<file path="src/rtl/scrub_pkg.sv">
package scrub_pkg;

  typedef enum logic [1:0] {
    ST_IDLE = 2'd0,
    ST_REQ  = 2'd1,
    ST_WAIT = 2'd2
  } scrub_st_e;

  localparam logic [1:0] RUN_CODE  = 2'b10;
  localparam logic [1:0] FAST_CODE = 2'b01;
  localparam int         CFG_W     = 16;
  localparam int         PASS_W    = 2;

  function automatic logic run_on(input logic [1:0] field);
    return field == RUN_CODE;
  endfunction

  function automatic logic pace_fast(input logic [1:0] field);
    return field == FAST_CODE;
  endfunction

endpackage

</file>
<file path="src/rtl/scrub_ctrl_reg.sv">
module scrub_ctrl_reg
  import scrub_pkg::*;
(
  input  logic              clk,
  input  logic              rst_n,
  input  logic              wr_en,
  input  logic [CFG_W-1:0]  wr_data,
  input  logic [PASS_W-1:0] pass_cnt,
  output logic [CFG_W-1:0]  rd_data,
  output logic              run,
  output logic              fast
);

  logic [1:0] run_q, run_d;
  logic [1:0] pace_q, pace_d;
  logic       unused_wr_bits;

  assign unused_wr_bits = ^wr_data[CFG_W-1:4];

  always_comb begin
    run_d  = run_q;
    pace_d = pace_q;
    if (wr_en) begin
      run_d  = wr_data[1:0];
      pace_d = wr_data[3:2];
    end
  end

  always_ff @(posedge clk or negedge rst_n) begin
    if (!rst_n) begin
      run_q  <= 2'b00;
      pace_q <= 2'b00;
    end else if (wr_en) begin
      run_q  <= run_d;
      pace_q <= pace_d;
    end
  end

  assign rd_data = {{(CFG_W-7){1'b0}}, pass_cnt, 1'b0, pace_q, run_q};
  assign run     = run_on(run_q);
  assign fast    = pace_fast(pace_q);

endmodule

</file>
<file path="src/rtl/scrub_pace_timer.sv">
module scrub_pace_timer #(
  parameter int FAST_IV = 256,
  parameter int SLOW_IV = 32768
) (
  input  logic clk,
  input  logic rst_n,
  input  logic run,
  input  logic fast,
  input  logic restart,
  output logic due
);

  localparam int TW = $clog2(SLOW_IV + 1);
  localparam logic [TW-1:0] FAST_LIM = TW'(FAST_IV - 1);
  localparam logic [TW-1:0] SLOW_LIM = TW'(SLOW_IV - 1);

  logic [TW-1:0] tmr_q, tmr_d;
  logic [TW-1:0] lim;
  logic          at_lim;

  assign lim    = fast ? FAST_LIM : SLOW_LIM;
  assign at_lim = (tmr_q >= lim);

  always_comb begin
    if (!run) begin
      tmr_d = '0;
    end else if (restart) begin
      tmr_d = TW'(1);
    end else if (at_lim) begin
      tmr_d = tmr_q;
    end else begin
      tmr_d = tmr_q + TW'(1);
    end
  end

  always_ff @(posedge clk or negedge rst_n) begin
    if (!rst_n) begin
      tmr_q <= '0;
    end else begin
      tmr_q <= tmr_d;
    end
  end

  assign due = run && at_lim;

endmodule

</file>
<file path="src/rtl/scrub_addr_walker.sv">
module scrub_addr_walker
  import scrub_pkg::*;
#(
  parameter int ADDR_W = 32
) (
  input  logic              clk,
  input  logic              rst_n,
  input  logic              step,
  input  logic              reload,
  input  logic [ADDR_W-1:0] lo,
  input  logic [ADDR_W-1:0] hi,
  output logic [ADDR_W-1:0] ptr,
  output logic [PASS_W-1:0] pass_cnt
);

  logic [ADDR_W-1:0] ptr_q, ptr_d;
  logic [PASS_W-1:0] cnt_q, cnt_d;
  logic              ptr_en;
  logic              wrap;

  assign wrap   = (ptr_q == hi);
  assign ptr_en = step || reload;

  always_comb begin
    ptr_d = ptr_q;
    cnt_d = cnt_q;
    if (step) begin
      if (wrap) begin
        ptr_d = lo;
        cnt_d = cnt_q + PASS_W'(1);
      end else begin
        ptr_d = ptr_q + ADDR_W'(1);
      end
    end else if (reload) begin
      ptr_d = lo;
    end
  end

  always_ff @(posedge clk or negedge rst_n) begin
    if (!rst_n) begin
      ptr_q <= '0;
    end else if (ptr_en) begin
      ptr_q <= ptr_d;
    end
  end

  always_ff @(posedge clk or negedge rst_n) begin
    if (!rst_n) begin
      cnt_q <= '0;
    end else if (step) begin
      cnt_q <= cnt_d;
    end
  end

  assign ptr      = ptr_q;
  assign pass_cnt = cnt_q;

endmodule

</file>
<file path="src/rtl/scrub_pacer.sv">
module scrub_pacer
  import scrub_pkg::*;
#(
  parameter int ADDR_W  = 32,
  parameter int FAST_IV = 256,
  parameter int SLOW_IV = 32768
) (
  input  logic              clk,
  input  logic              rst_n,
  input  logic              cfg_we,
  input  logic [15:0]       cfg_wdata,
  output logic [15:0]       cfg_rdata,
  input  logic [ADDR_W-1:0] range_lo,
  input  logic [ADDR_W-1:0] range_hi,
  output logic              req_valid,
  input  logic              req_ready,
  output logic [ADDR_W-1:0] req_addr,
  input  logic              cmpl_ack
);

  logic [1:0]        rst_sync_q;
  logic              rst_int_n;
  scrub_st_e         st_q, st_d;
  logic              run, fast, due;
  logic              accept, step, reload;
  logic [PASS_W-1:0] pass_cnt;

  // asynchronous assertion, synchronous release
  always_ff @(posedge clk or negedge rst_n) begin
    if (!rst_n) begin
      rst_sync_q <= 2'b00;
    end else begin
      rst_sync_q <= {rst_sync_q[0], 1'b1};
    end
  end
  assign rst_int_n = rst_sync_q[1];

  scrub_ctrl_reg u_ctrl (
    .clk      (clk),
    .rst_n    (rst_int_n),
    .wr_en    (cfg_we),
    .wr_data  (cfg_wdata),
    .pass_cnt (pass_cnt),
    .rd_data  (cfg_rdata),
    .run      (run),
    .fast     (fast)
  );

  scrub_pace_timer #(
    .FAST_IV (FAST_IV),
    .SLOW_IV (SLOW_IV)
  ) u_timer (
    .clk     (clk),
    .rst_n   (rst_int_n),
    .run     (run),
    .fast    (fast),
    .restart (accept),
    .due     (due)
  );

  scrub_addr_walker #(
    .ADDR_W (ADDR_W)
  ) u_walk (
    .clk      (clk),
    .rst_n    (rst_int_n),
    .step     (step),
    .reload   (reload),
    .lo       (range_lo),
    .hi       (range_hi),
    .ptr      (req_addr),
    .pass_cnt (pass_cnt)
  );

  assign accept = (st_q == ST_REQ) && req_ready;
  assign step   = (st_q == ST_WAIT) && cmpl_ack;
  assign reload = (st_q == ST_IDLE) && !run;

  always_comb begin
    st_d = st_q;
    unique case (st_q)
      ST_IDLE: if (run && due) st_d = ST_REQ;
      ST_REQ:  if (req_ready)  st_d = ST_WAIT;
      ST_WAIT: if (cmpl_ack)   st_d = ST_IDLE;
      default:                 st_d = ST_IDLE;
    endcase
  end

  always_ff @(posedge clk or negedge rst_int_n) begin
    if (!rst_int_n) begin
      st_q <= ST_IDLE;
    end else begin
      st_q <= st_d;
    end
  end

  assign req_valid = (st_q == ST_REQ);

endmodule

</file>
<file path="config.mk">
export PLATFORM = sky130hd
export DESIGN_NAME = scrub_pacer
export DESIGN_NICKNAME = d
export VERILOG_FILES = /design/src/rtl/scrub_pkg.sv /design/src/rtl/scrub_ctrl_reg.sv /design/src/rtl/scrub_pace_timer.sv /design/src/rtl/scrub_addr_walker.sv /design/src/rtl/scrub_pacer.sv
export SDC_FILE = /design/constraint.sdc
export NUM_CORES = 1
export LEC_CHECK = 0
export ABC_AREA = 0
export ABC_CLOCK_PERIOD_IN_PS = 4500
export BUFFER_PORTS_ARGS = -buffer_cell sky130_fd_sc_hd__buf_2
export CAP_MARGIN = 25
export CORE_UTILIZATION = 56
export CTS_BUF_LIST = sky130_fd_sc_hd__clkbuf_8
export DETAILED_ROUTE_END_ITERATION = 10
export PLACE_DENSITY = 0.93
export SLEW_MARGIN = 20
export SYNTH_ARGS = -nofsm -noshare
export SYNTH_HDL_FRONTEND = slang
export SYNTH_SLANG_ARGS = --single-unit
</file>
<file path="constraint.sdc">
create_clock -name clk -period 4.5 [get_ports clk]
set_input_delay 0 -clock clk [delete_from_list [all_inputs] [get_ports clk]]
set_output_delay 0 -clock clk [all_outputs]
set_load 0.005 [all_outputs]
</file>
# After elaboration in Yosys (flattened, before gate mapping)
# Index checks and enable logic that the tools add are counted.
# totals
mem_count,0
latch_bits,0
romBits,0
elab_cells,43
regBits,58
out_inout_bits,49
ramBits,0
# classes
mul,0
n_eq_ne,9
div_mod_pow,0
n_lt_le_gt_ge,1
add_sub_neg,3
shifts,0
bitwise_logic,0
reduce_logical,12
muxes,11
# ops
cell,n
$mux W32,3
$mux W16,3
$add A32 B1 Y32 const B,1
$eq A32 B32 Y1,1
$add A16 B1 Y16 const B,1
$ge A16 B16 Y1,1
$mux W15,1
$mux W2,3
$pmux W2 S3,1
$logic_and A1 B1 Y1,5
$eq A2 B1 Y1 const B,2
$eq A2 B2 Y1 const B,2
$ne A2 B1 Y1 const B,2
$reduce_and A2 Y1,2
$ne A3 B3 Y1 const B,1
$reduce_and A3 Y1,1
$add A2 B1 Y2 const B,1
$logic_not A2 Y1,1
$ne A2 B2 Y1 const B,1
$reduce_bool A2 Y1,1
$logic_not A1 Y1,1
$logic_or A1 B1 Y1,1

# Longest topological paths before layout
# Gate-level depths: netlist of run 1.
# depth
depth_word,7
ltp_mapped,9
mapped_depth_nobuf,7

# Modules after synthesis
# A second synthesis of run 1 with hierarchy kept.
# hier_totals
hier_cells,437
area_unflattened_um2,4060.1
# modules_own_cells
mod,instances,cells_per_inst,seq_area_each_um2,area_each_um2
scrub_addr_walker,1,288,850.8,2529.9
scrub_pace_timer,1,112,400.4,1109.8
scrub_ctrl_reg,1,23,100.1,251.5
scrub_pacer,1,14,100.1,168.9

# Least setup slack after synthesis of run 1
# OpenSTA, ideal clock, no wires.
# synth_path
path_type,register -> register
start,"reg u_walk.ptr_q[0], in the netlist u_walk.ptr[0]"
end,"reg u_walk.ptr_q[22], in the netlist u_walk.ptr[22]"
t_required_ns,4.374
t_arrival_ns,2.023
setup_slack_ns,2.351
synth_period_minus_slack_ns,2.149
path_stages_with_launch,8
cell_sequence,dfrtp_1 ha_1 nand3_2 nor4_4 and3_1 nand3_1 a21o_1 a221o_1
# synth_via
elab_chain_cells,3
elab_cells_between_ends,4
classes_between,add/sub (1); eq/ne (1); mux (2)
# synth_lines
item,line,rtl
from (decl),scrub_addr_walker.sv:16,"logic [ADDR_W-1:0] ptr_q, ptr_d;"
from (signal assigned),scrub_addr_walker.sv:43,ptr_q <= ptr_d;
$add A32 B1 Y32 or $eq A32 B32 Y1 (tied branches),"scrub_addr_walker.sv:32, scrub_addr_walker.sv:21",
$mux W32 (*),scrub_addr_walker.sv:28,if (wrap) begin
$mux W32 (*),scrub_addr_walker.sv:27,if (step) begin
# Mark *: on every way between the ends. The rest lies on a longest branch, timed or not.
# A chain may end at the register's enable or synchronous reset.

# Final worst setup path of run 1
# layout_path
start,"reg u_walk.ptr_q[8], in the netlist u_walk.ptr[8]"
end,"reg u_walk.ptr_q[13], in the netlist u_walk.ptr[13]"
# Same word-level chain as after synthesis.

==> results of run 1 <==
==> metrics by stage <==
stage | total power, mW | util | hold slack, ns | setup WS [ns]
2_1_floorplan | 0.804 | - | -0.296 | 2.35
3_3_place_gp | 0.908 | 0.672 | -0.215 | 1.66
3_5_place_dp | 0.924 | 0.672 | -0.213 | 1.62
4_1_cts | 1.60 | 0.777 | 0.0199 | 1.57
5_1_grt | 1.68 | 0.777 | 0.0357 | 1.40
6_report | 1.61 | 0.777 | 0.0187 | 1.54
==> flip-flops by register name, indices dropped and copies added, names as in the netlist <==
| signal | cells |
|---|---|
| rst_sync_q | 2 |
| u_timer.tmr_q | 16 |
| st_q | 2 |
| u_walk.ptr | 32 |
| u_walk.pass_cnt | 2 |
| u_ctrl.run_q | 2 |
| u_ctrl.pace_q | 2 |
==> layer usage <==
| layer | vias to the layer above | GRT usage |
|---|---|---|
| met5 | - | 0 |
| met4 | 0 | 0.188 |
| met3 | 54 | 0.0767 |
| met2 | 252 | 0.595 |
| met1 | 1937 | 0.404 |
| li1 | 1795 | - |
==> synth_stat cells (4+ instances only) <==
library cell   n  area (um2)
dfrtp_1       58        1450
xnor2_1       29         254
nor2_1        28         105
nand2_1       26        97.6
nand3_1       22         110
nand4_1       20         125
o21ai_0       18        90.1
xor2_1        17         149
a21oi_1       16        80.1
nor3_1        16        80.1
a221o_1       15         150
and3_1        13        81.3
clkbuf_1      12        45.0
buf_4         11        82.6
nor4_1        10        62.6
inv_1          8        30.0
mux2i_1        8        80.1
a2bb2oi_1      6        52.6
nor3b_1        6        45.0
o21a_1         6        45.0
buf_2          5        25.0
mux2_2         5        56.3
nand2b_1       5        31.3
and2_1         4        25.0
ha_1           4        50.1
nor2b_1        4        25.0
or3_1          4        25.0
==> worst max-delay path, stage by stage, from the launching register on <==
cell and delay [ns]:
dfrtp_1 0.51, xor2_1 0.21, nor4_1 0.34, nand4_1 0.29, o21ai_2 0.72, buf_4 0.32
o21ai_0 0.12, a221o_1 0.34
==> repair_timing <==
action | 4_1_cts | 5_1_grt
hold endpoints to repair | 38 | 0
gates resized for setup | 0 | 0
hold buffers | 41 | 0
==> cell type report <==
cell class                      count  area (um2)  share of cell area
Clock buffer                       10         138              0.0274
Timing Repair Buffer              158        1010               0.201
Tap cell                           77        96.3              0.0192
Clock inverter                      6         129              0.0257
Sequential cell                    58        1450               0.289
Inverter                            8        30.0             0.00598
Multi-Input combinational cell    327        2160               0.431
==> power groups by stage <==
stage / registers [mW] / logic (mW) / clock network [mW]
after floorplan: 0.637 / 0.167 / 0
after global placement: 0.652 / 0.257 / 0
after detailed placement: 0.655 / 0.270 / 0
after CTS: 0.646 / 0.300 / 0.655
after global routing: 0.658 / 0.334 / 0.684
final: 0.651 / 0.308 / 0.651
==> cell families after synthesis <==
logic type               after synthesis
AO/OA/AOI/OAI                         79
AND/OR/NAND/NOR                      174
flip-flops                            58
adder cells (fa/ha/maj)                4
buffers and inverters                 39
multiplexers                          13
other                                  2
XOR/XNOR                              46
==> final timing paths <==
check / end / slack, ns / cells after the start
max: u_walk.ptr[13] / 1.54 / 7
min: u_walk.ptr[21] / 0.02 / 3
max reg2reg: u_walk.ptr[13] / 1.54 / 7
min reg2reg: rst_sync_q[1] / 0.35 / 0
max in group asynchronous: u_walk.ptr[16] / 3.62 / 1
min in group asynchronous: u_walk.ptr[2] / 0.41 / 1
==> impl_results.md, run 1 <==
* Final design area excluding fillers at 0.00502 mm2
* Detail Route Antenna Nets at 0
* Logic pwr share at 0.191
* Post-Route Setup TNS at 0 ns
* Layout cell share with drive strength beyond 1 at 0.265
* Final GP Congestion at 0.895
* First-pass GRT wire length at 19.4 mm
* Seq/Total Area, Yosys at 0.383
* Switching share of power at 0.278
* Startpoint types: register
* CTS Buf Count at 9
* DR vias at 4038
* Largest net degree at the start of global routing at 57
* DR iter-0 viols at 409
* Type of the worst setup path: register to register
* Number of diodes at 0
* Max Buffers Root-to-Sink at 2
* Failing checks: DRC
* Root buf cell: clkbuf_8
* Largest family of logic cells by synthesized area: simple AND/OR/NAND/NOR gates
* R2R Path Start: u_walk.ptr[8]
* Commonest non-fill, non-tap cells in the layout: 111 x buf_2, 57 x dfrtp_1, 41 x dlygate4sd3_1
* Max Cap Viol at 0
* Wire length per cell at 18.1 um
* Leakage power at 2.22 nW
* Synth Area in Simple Gates at 0.254
* CP max FO at 19
* DP Cell Count at 587
* Drc violations at 5
* Commonest non-fill, non-tap cell in the layout: buf_2
* DR vias/cell at 6.27
* Layout Skew at 0.0121 ns
* FFs w/ async S/R, synth at 1.00
* Mean post-synth cell area at 9.14 um2
* Post CTS Setup Buffer Count at 0
* Post-route insts no fill at 644
* # clock sinks at 58
* EDFF count, synth at 0
* Final hold vios at 0
* Actual slew at the worst max-slew pin at 0.919 ns
* Peak supply drop at 244 uV
* Final setup fails at 0
* Prevailing post-synth register cell: dfrtp_1
* Die X at 84.3 um
* RSZ-0062 raised after global routing: false
* Final Max Slew Viols at 0
* Vias in the first global route at 4107
* Tcrit/Tclk final at 0.658
* Max Used Layer: met4
* Worst Setup SP: u_walk.ptr[8]
* Flop pwr share at 0.404
* Clock Latency Late Sink at 0.34 ns
* Core area at 0.00646 mm2
* Met3 WL at 980 um
* Hold path start: range_lo[21]
* Slew headroom at 0.388
* Highest clock rate at 338 MHz
* Compound-Gate Fraction of Synth Area at 0.148
* Register bit total from synthesis at 58
* P per Cell Area at 321 mW/mm2
* Outcome: finished with violations
* Dpl cell area at 0.00434 mm2
* Nets@finish at 651
* Met2 routed WL at 5.78 mm
* Port Buffers at 111
* Ys Warns at 0
* Synthesized area at 0.00379 mm2
* Htree depth at 3
* Adder-Cell Fraction of Synth Area at 0.0132
* CTS tree: done
* I/O pin count at 134
* Fill cell count at 417
* Initial antenna violation count at 0
* Worst EP required at 4.72 ns
* Num rows at 29
* Type of destination of the critical path: register
* Die area at 0.00710 mm2
* Post-Synth XOR/XNOR Area at 0.106
* Worst-path clk slew at 0.07 ns
* Syn Inst Count at 415
* Minimum clock period at 2.96 ns
* Wl on met1 at 4.38 mm
* Cell Int Power at 1.16 mW
* Die Y at 84.3 um
* Initial Util at 0.587
* Psw at 0.448 mW
* Global route overflow at 0
* Proportion of synthesized area in mux cells at 0.0360
* Synth unique cells at 54
* Estimated wirelength of the detail-placed design at 7.45 mm
* Gr usage total at 0.346
* Min-delay worst type: primary input to register
* DRT Wirelength at 11.6 mm
* Initial DRT Pass Iterations at 8
* Layout area overhead at 32.3%
* Clock network power share at 0.404
* Arrival time worst endpoint at 3.18 ns
Note: power is estimated with default switching activity, not from simulation.
==> run 2: changes to the inputs <==
--- a/config.mk
+++ b/config.mk
@@ -6,13 +6,13 @@
 export NUM_CORES = 1
 export LEC_CHECK = 0
 export ABC_AREA = 0
-export ABC_CLOCK_PERIOD_IN_PS = 4500
+export ABC_CLOCK_PERIOD_IN_PS = 2600
 export BUFFER_PORTS_ARGS = -buffer_cell sky130_fd_sc_hd__buf_2
 export CAP_MARGIN = 25
-export CORE_UTILIZATION = 56
+export CORE_UTILIZATION = 47
 export CTS_BUF_LIST = sky130_fd_sc_hd__clkbuf_8
 export DETAILED_ROUTE_END_ITERATION = 10
-export PLACE_DENSITY = 0.93
+export PLACE_DENSITY = 0.84
 export SLEW_MARGIN = 20
 export SYNTH_ARGS = -nofsm -noshare
 export SYNTH_HDL_FRONTEND = slang
==> constraint.sdc (replaced) <==
create_clock -name clk -period 2.6 [get_ports clk]
set_input_delay 0 -clock clk [delete_from_list [all_inputs] [get_ports clk]]
set_output_delay 0 -clock clk [all_outputs]
set_load 0.005 [all_outputs]
==> impl_results.md, run 2 (synthesized netlist as in run 1, its figures left out) <==
* Final GP Congestion at 0.937 (+4.8%)
* Commonest non-fill, non-tap cells in the layout: 111 x buf_2, 57 x dfrtp_1, 41 x dlygate4sd3_1
* Post-Route Setup TNS at 0 ns (unchanged)
* Minimum clock period at 2.48 ns (-0.482 ns)
* Htree depth at 3 (unchanged)
* First-pass GRT wire length at 20.0 mm (+3.4%)
* Logic pwr share at 0.233 (+0.042)
* Highest clock rate at 403 MHz (+19%)
* Nets@finish at 673 (+3.4%)
* Initial Util at 0.488 (-0.0989)
* R2R setup slack at 0.12 ns (-1.42 ns)
* Setup ws final at 0.121 ns (-1.42 ns)
* Detail Route Antenna Nets at 0 (unchanged)
* Worst path max stage delay at 0.45 ns (-0.27 ns)
* Core area at 0.00777 mm2 (+20%)
* Estimated wirelength of the detail-placed design at 8.13 mm (+9.1%)
* DRT Wirelength at 12.4 mm (+6.7%)
* Max reg flops at 32 (unchanged)
* DR iter-0 viols at 284 (-31%)
* Startpoint types: register
* Final setup fails at 0 (unchanged)
* Dpl cell area at 0.00456 mm2 (+5.1%)
* Tcrit/Tclk final at 0.953 (+0.295)
* Post-route insts no fill at 691 (+7.3%)
* Clock Latency Late Sink at 0.35 ns (about the same)
* Cell Int Power at 1.84 mW (+59%)
* Vias in the first global route at 4027 (-1.9%)
* Commonest non-fill, non-tap cell in the layout: buf_2
* Final Util at 0.670 (-0.107)
* Fill cell count at 590 (+41%)
* CP cell instances: xor2_1 > nor4_1 > nand4_1 > o21ai_2 > buf_12 > nand2_1 > o221a_2
* Outcome: completed
* Switching share of power at 0.314 (+0.0353)
* Hold_ws at 0.0153 ns (-0.00338 ns)
* Type of the worst setup path: register to register
* Critical path's slowest cell: dfrtp_1
* Die area at 0.00843 mm2 (+19%)
* Psw at 0.842 mW (+88%)
* Peak supply drop at 314 uV (+28%)
* CTS tree: done
* DP Cell Count at 634 (+8.0%)
* CP max FO at 29 (+10)
* I/O pin count at 134 (unchanged)
* Die Y at 91.8 um (+8.9%)
* Worst EP required at 2.84 ns (-1.88 ns)
* FF+latch area at 0.00145 mm2 (unchanged)
* Num rows at 32 (+10%)
* Wire length per cell at 18.0 um (-0.58%)
* Layout area overhead at 37.2%
* CTS Buf Count at 9 (unchanged)
* Final Max Slew Viols at 0 (unchanged)
* Gr usage total at 0.308 (-0.0387)
* Drc violations at 0 (-5)
* Number of diodes at 0 (unchanged)
* Root buf cell: clkbuf_8
* Overall power at 2.69 mW (+67%)
* Arrival time worst endpoint at 2.72 ns (-0.46 ns)
* Global route overflow at 0 (unchanged)
* Final hold vios at 0 (unchanged)
* Max Buffers Root-to-Sink at 2 (unchanged)
* Die X at 91.8 um (+8.9%)
* RSZ-0062 raised after global routing: false
* Leakage power at 2.31 nW (+4.0%)
* Initial DRT Pass Iterations at 5 (-3)
* Slew headroom at 0.396 (+0.00802)
* Largest net degree at the start of global routing at 30 (-47%)
* Port Buffers at 111 (unchanged)
* Area of the multi-input gates at 0.00217 mm2 (+0.23%)
* Actual slew at the worst max-slew pin at 0.897 ns (-0.0215 ns)
* DR vias at 4080 (+1.0%)
* Max Cap Viol at 0 (unchanged)
* Layout cell share with drive strength beyond 1 at 0.295 (+0.0309)
* Worst-path clk slew at 0.07 ns (about the same)
* Layout Skew at 0.0124 ns (+0.000315 ns)
* Min-delay worst type: primary input to register
* Initial antenna violation count at 0 (unchanged)
* Clock network power share at 0.358 (-0.046)
* Pre-CTS WS at 0.211 ns (-1.40 ns)
* Final design area excluding fillers at 0.00520 mm2 (+3.7%)
* DR vias/cell at 5.90 (-5.8%)
* Flop pwr share at 0.409 (+0.005)
* # clock sinks at 58 (unchanged)
* P per Cell Area at 516 mW/mm2 (+61%)
* Type of destination of the critical path: register
[run 2: cell count changes in the layout (fill, tap and decap cells not counted), moves of 2 or more]
cell,delta
clkinv_4,+2
bufinv_16,-2
clkinvlp_4,+2
buf_12,+2
buf_4,+20
[run 2: timing repair]
action | CTS | global route
hold buffers | 41 | 0
gates resized for setup | 0 | 1
buffers inserted | 0 | 0
endpoints found under the hold margin | 38 | 0
setup endpoints to repair | 0 | 2
[run 2: final timing paths]
kind | from | end | cells after the start
setup / recovery | u_walk.ptr[21] | u_walk.ptr[14] | 7
setup reg to reg | u_walk.ptr[21] | u_walk.ptr[14] | 7
min in group asynchronous | rst_sync_q[1] | u_timer.tmr_q[1] | 0
max in group asynchronous | rst_sync_q[1] | u_walk.ptr[24] | 1
hold / removal | range_lo[18] | u_walk.ptr[18] | 3
hold reg to reg | rst_sync_q[1] | u_timer.tmr_q[1] | 0
[run 2: cell type report]
type / instances / share of cell area
Inverter: 8 / 0.00577
Sequential cell: 58 / 0.279
Tap cell: 102 / 0.0245
Multi-Input combinational cell: 327 / 0.416
Clock inverter: 7 / 0.0195
Clock buffer: 9 / 0.0238
Timing Repair Buffer: 180 / 0.231
[run 2: power by group through the flow]
stage / registers (mW) / clock network (mW) / logic (mW)
after floorplan: 1.10 / 0 / 0.289
after global placement: 1.10 / 0 / 0.535
after detailed placement: 1.11 / 0 / 0.550
after CTS: 1.09 / 0.963 / 0.604
after global routing: 1.11 / 1.00 / 0.673
final: 1.10 / 0.962 / 0.625
[run 2: worst max-delay path, delay by kind of cell, from the launching register on]
kind | cells | cell delay (ns)
DFF | 1 | 0.45
AOI/OAI and AO/OA | 2 | 0.61
xor gates and xnor gates | 1 | 0.18
and+or+nand+nor | 3 | 0.91
buffers and inverters | 1 | 0.20
[run 2: layer usage]
| layer | vias to the layer above | track usage | share of wire |
|---|---|---|---|
| li1 | 1846 | - | - |
| met1 | 1899 | 0.359 | 0.37 |
| met2 | 287 | 0.538 | 0.51 |
| met3 | 48 | 0.0531 | 0.080 |
| met4 | 0 | 0.165 | 0.040 |
| met5 | - | 0 | 0 |
==> run 3: changes to the inputs <==
--- a/config.mk
+++ b/config.mk
@@ -9,11 +9,12 @@
 export ABC_CLOCK_PERIOD_IN_PS = 2600
 export BUFFER_PORTS_ARGS = -buffer_cell sky130_fd_sc_hd__buf_2
 export CAP_MARGIN = 25
-export CORE_UTILIZATION = 47
+export CORE_UTILIZATION = 48
 export CTS_BUF_LIST = sky130_fd_sc_hd__clkbuf_8
 export DETAILED_ROUTE_END_ITERATION = 10
 export PLACE_DENSITY = 0.84
 export SLEW_MARGIN = 20
 export SYNTH_ARGS = -nofsm -noshare
 export SYNTH_HDL_FRONTEND = slang
+export SYNTH_HIERARCHICAL = 1
 export SYNTH_SLANG_ARGS = --single-unit
==> impl_results.md, run 3 <==
* DR vias at 4258 (+4.4%)
* Critical path's slowest cell: or4_1
* Mean post-synth cell area at 9.29 um2 (+1.7%)
* Largest net degree at the start of global routing at 45 (+50%)
* CP bufs+invs at 2 (+1)
* CTS tree: done
* I/O pin count at 134 (unchanged)
* Peak supply drop at 254 uV (-19%)
* Worst EP required at 2.86 ns (+0.02 ns)
* Post-route insts no fill at 712 (+3.0%)
* Dpl cell area at 0.00479 mm2 (+5.0%)
* Synth area leaders: dfrtp_1 36%, xor2_1 7.3%, a221o_1 4.4%
* Worst Setup SP: u_ctrl/pace_q[0]
* Syn Inst Count at 437 (+5.3%)
* Htree depth at 3 (unchanged)
* Slew headroom at 0.619 (+0.224)
* EDFF count, synth at 0 (unchanged)
* Wire length per cell at 17.6 um (-1.9%)
* DRT Wirelength at 12.5 mm (+1.1%)
* Flop pwr share at 0.451 (+0.042)
* Prevailing post-synth register cell: dfrtp_1
* Actual slew at the worst max-slew pin at 0.571 ns (-0.326 ns)
* Die X at 94.0 um (+2.3%)
* CP max FO at 7 (-76%)
* R2R Path Start: u_ctrl/pace_q[0]
* DP Cell Count at 656 (+3.5%)
* Nets@finish at 696 (+3.4%)
* CP cell instances: nor2b_4 > buf_4 > ha_1 > a21o_1 > a211oi_4 > nand2_1 > buf_4 > or4_1 > a21oi_1
* Die area at 0.00883 mm2 (+4.7%)
* Minimum clock period at 2.49 ns (+0.0151 ns)
* Layout Skew at 0.0122 ns (-0.000143 ns)
* Top Family by Delay on Critical Path: simple AND/OR/NAND/NOR gates
* Clock network power share at 0.291 (-0.067)
* Psw at 0.842 mW (about the same)
* Overall power at 2.47 mW (-7.9%)
* Final design area excluding fillers at 0.00539 mm2 (+3.5%)
* RSZ-0062 raised after global routing: false
* Startpoint types: register
* Post CTS Setup Buffer Count at 0 (unchanged)
* Leakage power at 2.40 nW (+3.7%)
* Ys Warns at 6 (+6)
* CP most frequent cell: buf_4
* Gr usage total at 0.293 (-0.0147)
* Arrival time worst endpoint at 2.76 ns (+0.04 ns)
* Tcrit/Tclk final at 0.959 (+0.00581)
* Final GP Congestion at 0.889 (-5.2%)
* Top cell type's share of synthesized area at 0.357 (-0.0252)
* Final Max Slew Viols at 0 (unchanged)
* Port Buffers at 111 (unchanged)
* Fill cell count at 660 (+12%)
* Num rows at 33 (+3.1%)
* Min-delay worst type: primary input to register
* Global route overflow at 0 (unchanged)
* Type of the worst setup path: register to register
* Final setup fails at 0 (unchanged)
* Hold_ws at 0.0129 ns (-0.00241 ns)
* Max reg flops at 32 (unchanged)
* DR iter-0 viols at 241 (-15%)
* Setup ws final at 0.106 ns (-0.0151 ns)
* Core area at 0.00822 mm2 (+5.8%)
* Type of destination of the critical path: register
* FFs w/ async S/R, synth at 1.00 (unchanged)
* Max Buffers Root-to-Sink at 2 (unchanged)
* Drc violations at 0 (unchanged)
* CTS Buf Count at 9 (unchanged)
* P per Cell Area at 459 mW/mm2 (-11%)
* Register bit total from synthesis at 58 (unchanged)
* Synth unique cells at 72 (+33%)
* Clock Latency Late Sink at 0.34 ns (about the same)
* Post-synth top area cell: dfrtp_1
* Synthesized area at 0.00406 mm2 (+7.1%)
* Highest clock rate at 401 MHz (-0.61%)
* # clock sinks at 58 (unchanged)
* Synth top cells by count: 58 x dfrtp_1, 36 x nand2_1, 34 x xor2_1
* Seq/Total Area, Yosys at 0.357 (-0.0252)
* Vias in the first global route at 4138 (+2.8%)
* Worst path max stage delay at 0.46 ns (about the same)
* Initial DRT Pass Iterations at 5 (unchanged)
* Estimated wirelength of the detail-placed design at 8.96 mm (+10%)
* First-pass GRT wire length at 19.7 mm (-1.6%)
* Number of diodes at 0 (unchanged)
* Count leader, synth: dfrtp_1
* Initial Util at 0.494 (+0.00590)
* Commonest non-fill, non-tap cells in the layout: 111 x buf_2, 57 x dfrtp_1, 40 x dlygate4sd3_1
* Max Cap Viol at 0 (unchanged)
* Switching share of power at 0.340 (+0.0265)
* Pre-CTS WS at -0.0595 ns (-0.271 ns)
* Root buf cell: clkbuf_8
* Logic pwr share at 0.257 (+0.024)
* Layout cell share with drive strength beyond 1 at 0.323 (+0.0275)
* Layout area overhead at 32.7%
* Die Y at 94.0 um (+2.3%)
* Hold path start: cfg_we
* Outcome: completed
* Cell Int Power at 1.63 mW (-11%)
* Initial antenna violation count at 0 (unchanged)
* DR vias/cell at 5.98 (+1.3%)
* Commonest non-fill, non-tap cell in the layout: buf_2
* Final hold vios at 0 (unchanged)
* Detail Route Antenna Nets at 0 (unchanged)
* Worst-path clk slew at 0.07 ns (about the same)
run 3: cell count changes after synthesis, moves of 8 or more:
cell and change:
a21oi_1 +10, and3_1 -9, nand2_1 +10, nand4_1 -8, o21ai_0 -13, o21ai_1 +10
o31ai_1 +10, xnor2_1 -27, xor2_1 +17
run 3: cell type report:
type	instances	area [um2]	share of cell area
clock buffers	9	124	0.0230
repair buffers	181	1210	0.225
inverters	9	33.8	0.00627
well taps	105	131	0.0244
flip-flops and latches	58	1450	0.270
clock inverters	7	46.3	0.00859
multi-input cells	343	2390	0.443
run 3: cell families (layout without fill, tap and decap cells):
group | count (synthesis) | in the layout | share of synthesized area
XOR/XNOR | 36 | 36 | 0.0777
multiplexers | 6 | 6 | 0.0163
AND/OR/NAND/NOR | 170 | 170 | 0.244
adder cells (fa/ha/maj) | 9 | 9 | 0.0277
other | 2 | 11 | 0.00185
AO/OA/AOI/OAI | 111 | 111 | 0.205
buffers and inverters | 45 | 206 | 0.0693
flip-flops | 58 | 58 | 0.357
run 3: final timing paths:
| check | slack (ns) | depth (start not counted) | end |
|---|---|---|---|
| setup / recovery | 0.11 | 9 | u_timer/tmr_q[14] |
| hold / removal | 0.01 | 2 | u_ctrl/pace_q[0] |
| setup reg to reg | 0.11 | 9 | u_timer/tmr_q[14] |
| hold reg to reg | 0.16 | 0 | u_timer/tmr_q[11] |
| max in group asynchronous | 1.57 | 1 | u_walk/ptr[31] |
| min in group asynchronous | 0.16 | 0 | u_timer/tmr_q[11] |
run 3: power groups by stage:
stage,Clock [mW],Combinational (mW),Sequential [mW]
finish,0.721,0.637,1.12
global route,0.784,0.684,1.13
CTS,0.739,0.622,1.11
detailed placement,0,0.572,1.13
global placement,0,0.547,1.12
floorplan,0,0.314,1.11
run 3: repair_timing:
action,4_1_cts,5_1_grt
setup endpoints to repair,7,8
pin swaps,0,0
resized for setup,1,4
endpoints found under the hold margin,37,0
hold buffers,40,0
run 3: metrics by stage:
step	utilization	TNS [ns]
after CTS	0.653	0
after detailed placement	0.583	-0.133
after global routing	0.656	0
final	0.656	0
after floorplan	-	0
after global placement	0.583	0
run 3: per-layer routing:
metal / share of wire / GRT usage / vias up / wire length, um
li1: - / - / 1953 / -
met5: 0 / 0 / - / 0
met1: 0.38 / 0.335 / 2026 / 4710
met3: 0.077 / 0.0696 / 40 / 962
met2: 0.51 / 0.517 / 239 / 6440
met4: 0.033 / 0.127 / 0 / 420
